===== src/rtl/evtcfg_pkg.sv =====
package evtcfg_pkg;
  localparam int IDX_W = 5;
  localparam int EC_W  = 6;
  localparam logic [EC_W-1:0] TRAP_EC = 6'h18;

  typedef enum logic [1:0] {LVL0 = 2'd0, LVL1 = 2'd1, LVL2 = 2'd2, LVL3 = 2'd3} lvl_e;

  typedef struct packed {
    logic trap;
    lvl_e target;
    logic razwi;
  } verdict_t;
endpackage


===== src/rtl/evtcfg_decode.sv =====
module evtcfg_decode
  import evtcfg_pkg::*;
(
  input  logic             via_sel,
  input  logic [IDX_W-1:0] sel_index,
  input  logic [1:0]       op0,
  input  logic [2:0]       op1,
  input  logic [3:0]       crn,
  input  logic [3:0]       crm,
  input  logic [2:0]       op2,
  output logic             hit,
  output logic [IDX_W-1:0] index
);
  logic direct_hit;

  always_comb begin
    direct_hit = (op0 == 2'b11) && (op1 == 3'b011) && (crn == 4'b1110) && (crm[3:2] == 2'b11);
    hit        = via_sel || direct_hit;
    index      = via_sel ? sel_index : {crm[1:0], op2};
  end
endmodule


===== src/rtl/evtcfg_trap_route.sv =====
module evtcfg_trap_route
  import evtcfg_pkg::*;
#(
  parameter int NUM_CTRS = 31
) (
  input  lvl_e             level,
  input  logic             user_en,
  input  logic             l2_en,
  input  logic             tge,
  input  logic             l2_tpm,
  input  logic             l3_present,
  input  logic             l3_tpm,
  input  logic [IDX_W-1:0] hpmn,
  input  logic [IDX_W-1:0] index,
  output verdict_t         verdict
);
  localparam logic [IDX_W:0] NUM_L = (IDX_W+1)'(NUM_CTRS);

  logic           chain_trap;
  lvl_e           chain_lvl;
  logic           lower;
  logic           hv_limit;
  logic [IDX_W:0] limit;
  logic           implemented;
  logic           in_range;

  always_comb begin
    lower      = (level == LVL0) || (level == LVL1);
    chain_trap = 1'b0;
    chain_lvl  = LVL0;
    if (level == LVL0 && !user_en) begin
      chain_trap = 1'b1;
      chain_lvl  = (l2_en && tge) ? LVL2 : LVL1;
    end else if (lower && l2_en && l2_tpm) begin
      chain_trap = 1'b1;
      chain_lvl  = LVL2;
    end else if (level != LVL3 && l3_present && l3_tpm) begin
      chain_trap = 1'b1;
      chain_lvl  = LVL3;
    end
  end

  always_comb begin
    hv_limit    = lower && l2_en;
    limit       = hv_limit ? {1'b0, hpmn} : NUM_L;
    implemented = {1'b0, index} < NUM_L;
    in_range    = implemented && ({1'b0, index} < limit);
    verdict     = '{trap: 1'b0, target: LVL0, razwi: 1'b0};
    if (chain_trap) begin
      verdict.trap   = 1'b1;
      verdict.target = chain_lvl;
    end else if (!in_range) begin
      if (hv_limit && implemented) begin
        verdict.trap   = 1'b1;
        verdict.target = LVL2;
      end else begin
        verdict.razwi  = 1'b1;
      end
    end
  end
endmodule


===== src/rtl/evtcfg_store.sv =====
module evtcfg_store
  import evtcfg_pkg::*;
#(
  parameter int NUM_CTRS = 31,
  parameter int CFG_W    = 32
) (
  input  logic             clk,
  input  logic             rst,
  input  logic             we,
  input  logic             re,
  input  logic [IDX_W-1:0] index,
  input  logic [CFG_W-1:0] wdata,
  output logic [CFG_W-1:0] rdata
);
  localparam int AW = (NUM_CTRS > 1) ? $clog2(NUM_CTRS) : 1;

  logic [CFG_W-1:0] mem [NUM_CTRS];
  logic [AW-1:0]    addr;
  logic             unused_idx;

  assign addr       = index[AW-1:0];
  assign unused_idx = ^index;

  always_ff @(posedge clk) begin
    if (we) mem[addr] <= wdata;
    if (re) rdata <= mem[addr];
  end

  // the bank is touched only for an index inside it
  a_r8_bank_bounds: assert property (@(posedge clk) disable iff (rst)
    (we || re) |-> (int'(index) < NUM_CTRS));
  a_r9_single_port: assert property (@(posedge clk) disable iff (rst)
    !(we && re));
endmodule


===== src/rtl/evtcfg_access_gate.sv =====
module evtcfg_access_gate
  import evtcfg_pkg::*;
#(
  parameter int          NUM_CTRS  = 31,
  parameter int          DATA_W    = 64,
  parameter int          CFG_W     = 32,
  parameter logic [31:0] KEEP_MASK = 32'hFF80_FFFF
) (
  input  logic              clk,
  input  logic              rst,
  input  logic              req_valid,
  input  logic              req_write,
  input  logic              req_via_sel,
  input  logic [4:0]        sel_index,
  input  logic [1:0]        req_op0,
  input  logic [2:0]        req_op1,
  input  logic [3:0]        req_crn,
  input  logic [3:0]        req_crm,
  input  logic [2:0]        req_op2,
  input  logic [DATA_W-1:0] req_wdata,
  input  logic [1:0]        cur_level,
  input  logic              ctl_user_en,
  input  logic              ctl_l2_en,
  input  logic              ctl_tge,
  input  logic              ctl_l2_tpm,
  input  logic              ctl_l3_present,
  input  logic              ctl_l3_tpm,
  input  logic [4:0]        ctl_hpmn,
  output logic              rsp_valid,
  output logic              rsp_hit,
  output logic [DATA_W-1:0] rsp_rdata,
  output logic              rsp_trap,
  output logic [1:0]        rsp_trap_level,
  output logic [EC_W-1:0]   rsp_ec
);
  localparam int PAD_W = DATA_W - CFG_W;

  logic             dec_hit;
  logic [IDX_W-1:0] dec_idx;
  verdict_t         verdict;
  logic             live, fire, wr_en, rd_en;
  logic [CFG_W-1:0] wr_val, bank_q;
  logic             rd_ok_q;
  logic             unused_hi;

  evtcfg_decode u_decode (
    .via_sel  (req_via_sel),
    .sel_index(sel_index),
    .op0      (req_op0),
    .op1      (req_op1),
    .crn      (req_crn),
    .crm      (req_crm),
    .op2      (req_op2),
    .hit      (dec_hit),
    .index    (dec_idx)
  );

  evtcfg_trap_route #(.NUM_CTRS(NUM_CTRS)) u_route (
    .level     (lvl_e'(cur_level)),
    .user_en   (ctl_user_en),
    .l2_en     (ctl_l2_en),
    .tge       (ctl_tge),
    .l2_tpm    (ctl_l2_tpm),
    .l3_present(ctl_l3_present),
    .l3_tpm    (ctl_l3_tpm),
    .hpmn      (ctl_hpmn),
    .index     (dec_idx),
    .verdict   (verdict)
  );

  always_comb begin
    live   = req_valid && dec_hit;
    fire   = live && !verdict.trap && !verdict.razwi;
    wr_en  = fire && req_write;
    rd_en  = fire && !req_write;
    wr_val = req_wdata[CFG_W-1:0] & KEEP_MASK[CFG_W-1:0];
  end

  assign unused_hi = ^req_wdata[DATA_W-1:CFG_W];

  evtcfg_store #(.NUM_CTRS(NUM_CTRS), .CFG_W(CFG_W)) u_store (
    .clk  (clk),
    .rst  (rst),
    .we   (wr_en),
    .re   (rd_en),
    .index(dec_idx),
    .wdata(wr_val),
    .rdata(bank_q)
  );

  always_ff @(posedge clk) begin
    if (rst) begin
      rsp_valid      <= 1'b0;
      rsp_hit        <= 1'b0;
      rsp_trap       <= 1'b0;
      rsp_trap_level <= 2'd0;
      rsp_ec         <= '0;
      rd_ok_q        <= 1'b0;
    end else begin
      rsp_valid      <= req_valid;
      rsp_hit        <= live;
      rsp_trap       <= live && verdict.trap;
      rsp_trap_level <= (live && verdict.trap) ? verdict.target : LVL0;
      rsp_ec         <= (live && verdict.trap) ? TRAP_EC : '0;
      rd_ok_q        <= rd_en;
    end
  end

  assign rsp_rdata = rd_ok_q ? {{PAD_W{1'b0}}, bank_q} : '0;

  // one-cycle response
  a_r11_resp_follows: assert property (@(posedge clk) disable iff (rst)
    req_valid |=> rsp_valid);
  a_r11_no_spurious: assert property (@(posedge clk) disable iff (rst)
    !req_valid |=> !rsp_valid && !rsp_trap);
  // level 0 without user enable always traps upward
  a_r3_user_off_traps: assert property (@(posedge clk) disable iff (rst)
    (req_valid && dec_hit && cur_level == 2'd0 && !ctl_user_en) |=> rsp_trap && rsp_trap_level != 2'd0);
  // level 3 is never trapped
  a_r5_top_level_free: assert property (@(posedge clk) disable iff (rst)
    (req_valid && cur_level == 2'd3) |=> !rsp_trap);
  // trapped accesses return nothing
  a_r9_trap_quiet: assert property (@(posedge clk) disable iff (rst)
    rsp_trap |-> rsp_rdata == '0 && rsp_hit);
  // unrecognised accesses are inert
  a_r1_miss_silent: assert property (@(posedge clk) disable iff (rst)
    !rsp_hit |-> !rsp_trap && rsp_rdata == '0 && rsp_ec == '0);
  // reserved bits never read back
  a_r10_res0_bits: assert property (@(posedge clk) disable iff (rst)
    rsp_rdata[DATA_W-1:CFG_W] == '0 && rsp_rdata[22:16] == 7'd0);
endmodule


===== config.mk =====
export PLATFORM = sky130hd
export DESIGN_NAME = evtcfg_access_gate
export DESIGN_NICKNAME = d
export VERILOG_FILES = /design/src/rtl/evtcfg_pkg.sv /design/src/rtl/evtcfg_decode.sv /design/src/rtl/evtcfg_trap_route.sv /design/src/rtl/evtcfg_store.sv /design/src/rtl/evtcfg_access_gate.sv
export SDC_FILE = /design/constraint.sdc
export NUM_CORES = 1
export LEC_CHECK = 0
export ABC_AREA = 1
export BUFFER_PORTS_ARGS = -buffer_cell sky130_fd_sc_hd__buf_4
export CAP_MARGIN = 10
export CORE_ASPECT_RATIO = 1.1
export CORE_MARGIN = 2
export CORE_UTILIZATION = 45
export CTS_CLUSTER_SIZE = 12
export DETAILED_ROUTE_END_ITERATION = 12
export GPL_TIMING_DRIVEN = 0
export SETUP_SLACK_MARGIN = 0.4
export SLEW_MARGIN = 0
export SYNTH_ARGS = -nofsm -noshare
export SYNTH_HDL_FRONTEND = slang
export SYNTH_SLANG_ARGS = --single-unit

===== constraint.sdc =====
create_clock -name clk -period 4.5 [get_ports clk]
set_clock_uncertainty 0.1 [all_clocks]
set_input_delay 0.675 -clock clk [delete_from_list [all_inputs] [get_ports clk]]
set_output_delay 0.675 -clock clk [all_outputs]
set_load 0.01 [all_outputs]

==> impl_metrics.json <==
{
  "status": "finished clean",
  "die-height_um": 286,
  "synth.area.top_cells": "edfxtp_1, nand2_1, nand3_1, buf_2, a21oi_1",
  "htreeDepth": 3,
  "worst_ep_required_time_ns": 4.74,
  "netlist_top_cells_count": "nand2_1, edfxtp_1, nand3_1, nor2_1, buf_2",
  "io-pin-count": 178,
  "ys_seq_area_share_pct": 74.3,
  "placedCellCount": 3910,
  "rsz0062_at_grt": "no",
  "dp_hpwl_um": 69200,
  "hold_class": "in -> reg",
  "regArea_um2": 24100,
  "cap_violations": 0,
  "fp-row-count": 103,
  "yosysUniqueCellTypes": 29,
  "path_clk_slew_ns": 0.06,
  "yosysMostFrequentCell": "nand2_1",
  "die_x_um": 260,
  "yosysWarnings": 0,
  "grt_overflow_total": 0,
  "numCtsBuffers": 83,
  "drtIter0Drc": 2813,
  "sw_frac_of_total_pct": 24.2,
  "cp_max_fo": 14,
  "nets": 3158,
  "routed_via_density": 5.53,
  "synth_edf_count": 800,
  "slew_headroom_pct": 29.4,
  "drc_errors": 0,
  "syn_avg_cell_area_um2": 11.6,
  "cts_setup_buffers": 0,
  "die_area_um2": 74400,
  "synth_ff_type": "edfxtp_1",
  "ir_drop_uv": 267,
  "root_buffer": "clkbuf_16",
  "p_int_mw": 12.0,
  "pwr-share-seq_pct": 52.3,
  "grt_start_max_net_pins": 32,
  "cts_buffer_depth": 3,
  "synth_seq_cells": 806,
  "critPathLaunchType": "primary input",
  "min_period_over_period_pct": 87.4,
  "hold_ws_ns": 0.110,
  "routed-via-count": 22400,
  "initial_core_util_pct": 45.3,
  "route.detailed.wl_per_inst_um": 26.5,
  "coreArea_um2": 71700,
  "p_comb_share_pct": 8.3,
  "critPathCaptureType": "flop",
  "place_area_um2": 35600,
  "fmax_mhz": 254,
  "pwr-share-clk_pct": 39.4,
  "ctsHoldBuffers": 0,
  "ant_nets": 0,
  "grt_use_total_pct": 28.7,
  "hold_viol": 0,
  "finalPower_mw": 15.9,
  "power.density_nw_per_um2": 418,
  "fill_cells": 6046,
  "multi_input_area_um2": 7600,
  "stdcell_count": 4043,
  "netlist_instances": 2793,
  "synth.top_cell.area_share_pct": 73.9,
  "grt_pass1_vias": 21000,
  "syn-cell-area_um2": 32500,
  "netSwitchingPower_mw": 3.84,
  "place.port_buffers": 95,
  "arrival_ns": 4.18,
  "synthArstFlopShare_pct": 0,
  "period_needed_ns": 3.94,
  "grt_pass1_wl_um": 149000,
  "cts_tree": "done",
  "stdcell_area_um2": 38000,
  "tightest_slew_ns": 1.06,
  "area_growth_pct": 16.9,
  "drt_first_pass_iters": 5,
  "drive_above_1_share_pct": 14.1,
  "yosys.area.top_type": "edfxtp_1",
  "slew_viol_final": 0,
  "leakage_nw": 14.7,
  "crit_type": "in -> reg",
  "cts_sinks": 806,
  "antenna_found_initial": 0,
  "final-setup-viol-count": 0,
  "insertion_delay_ns": 0.66,
  "cts-resized-gates": 0,
  "wl_um": 107000,
  "place_congestion": 0.903
}
power by group through the flow:
stage / registers, mW / clock network, mW / logic [mW]
3_3_place_gp: 8.46 / 0 / 1.24
3_5_place_dp: 8.46 / 0 / 1.29
2_1_floorplan: 8.46 / 0 / 0.647
6_report: 8.30 / 6.26 / 1.33
5_1_grt: 8.30 / 6.58 / 1.40
4_1_cts: 8.30 / 6.28 / 1.30
path summary, 6_finish.rpt:
kind | startpoint | to | slack, ns | depth (start not counted)
min | rst | rd_ok_q | 0.11 | 2
max | req_via_sel | u_store.mem[26][9] | 0.56 | 17
max reg2reg | u_store.mem[9][15] | u_store.rdata[15] | 2.83 | 8
min reg2reg | u_store.mem[7][3] | u_store.rdata[3] | 0.61 | 6
per-layer routing:
layer	vias up	track usage, %	share of wire [%]
li1	9847	-	-
met1	10700	37.6	37
met2	1523	45.0	46
met3	310	6.18	11
met4	0	15.2	5.8
met5	-	0	0
state kept, by name (all words and copies together) (netlist names):
register / count
rsp_valid: 1
rsp_hit: 1
rsp_ec: 1
rd_ok_q: 1
rsp_trap_level: 2
u_store.mem: 775
u_store.rdata: 25
area by class of cell:
class | instances | area share (%)
sequential | 806 | 63.5
multi-input combinational | 1809 | 20.0
clock buffer | 104 | 5.79
timing repair buffer | 131 | 4.11
tap | 945 | 3.11
buffer | 166 | 2.50
inverter | 54 | 0.533
clock inverter | 27 | 0.421
antenna | 1 | 0.00659
critical path, cell delays in order:
cell and delay, ns:
buf_4 0.14, inv_2 0.11, nand2_1 0.08, nand2_2 0.21
inv_2 0.11, buf_6 0.17, buf_6 0.17, buf_4 0.20
ha_1 0.28, nand2_1 0.06, nand2_1 0.04, nand2_1 0.07
nand2_1 0.10, nor2_4 0.20, nand3_2 0.42, nor2_4 0.85
buf_16 0.25
layout by cell type (no fill, tap or decap), types with 36 or more instances in the layout:
cell	instances
edfxtp_1	800
nand2_1	1354
o21ai_1	40
nand3_1	126
conb_1	43
clkbuf_16	85
buf_2	96
buf_4	146
o21ai_0	36
a21oi_1	78
nor2_1	65
inv_1	47
stage by stage:
step                setup TNS [ns]  setup WS (ns)  util [%]
floorplan                        0          0.657         -
global placement          -1221.61          -2.36      48.2
detailed placement               0        0.00721      49.7
CTS                              0          0.647      53.0
global route                     0          0.494      53.0
finish                           0          0.565      53.0
kinds of logic after synthesis:
kind of cell / after synthesis / share of synthesized area [%]
buf+inv: 220 / 3.55
other cells: 1 / 0.0115
fa+ha+maj: 4 / 0.154
flops: 806 / 74.3
compound gates: 155 / 2.40
simple gates: 1607 / 19.6
Note: power is estimated with default switching activity, not from simulation.
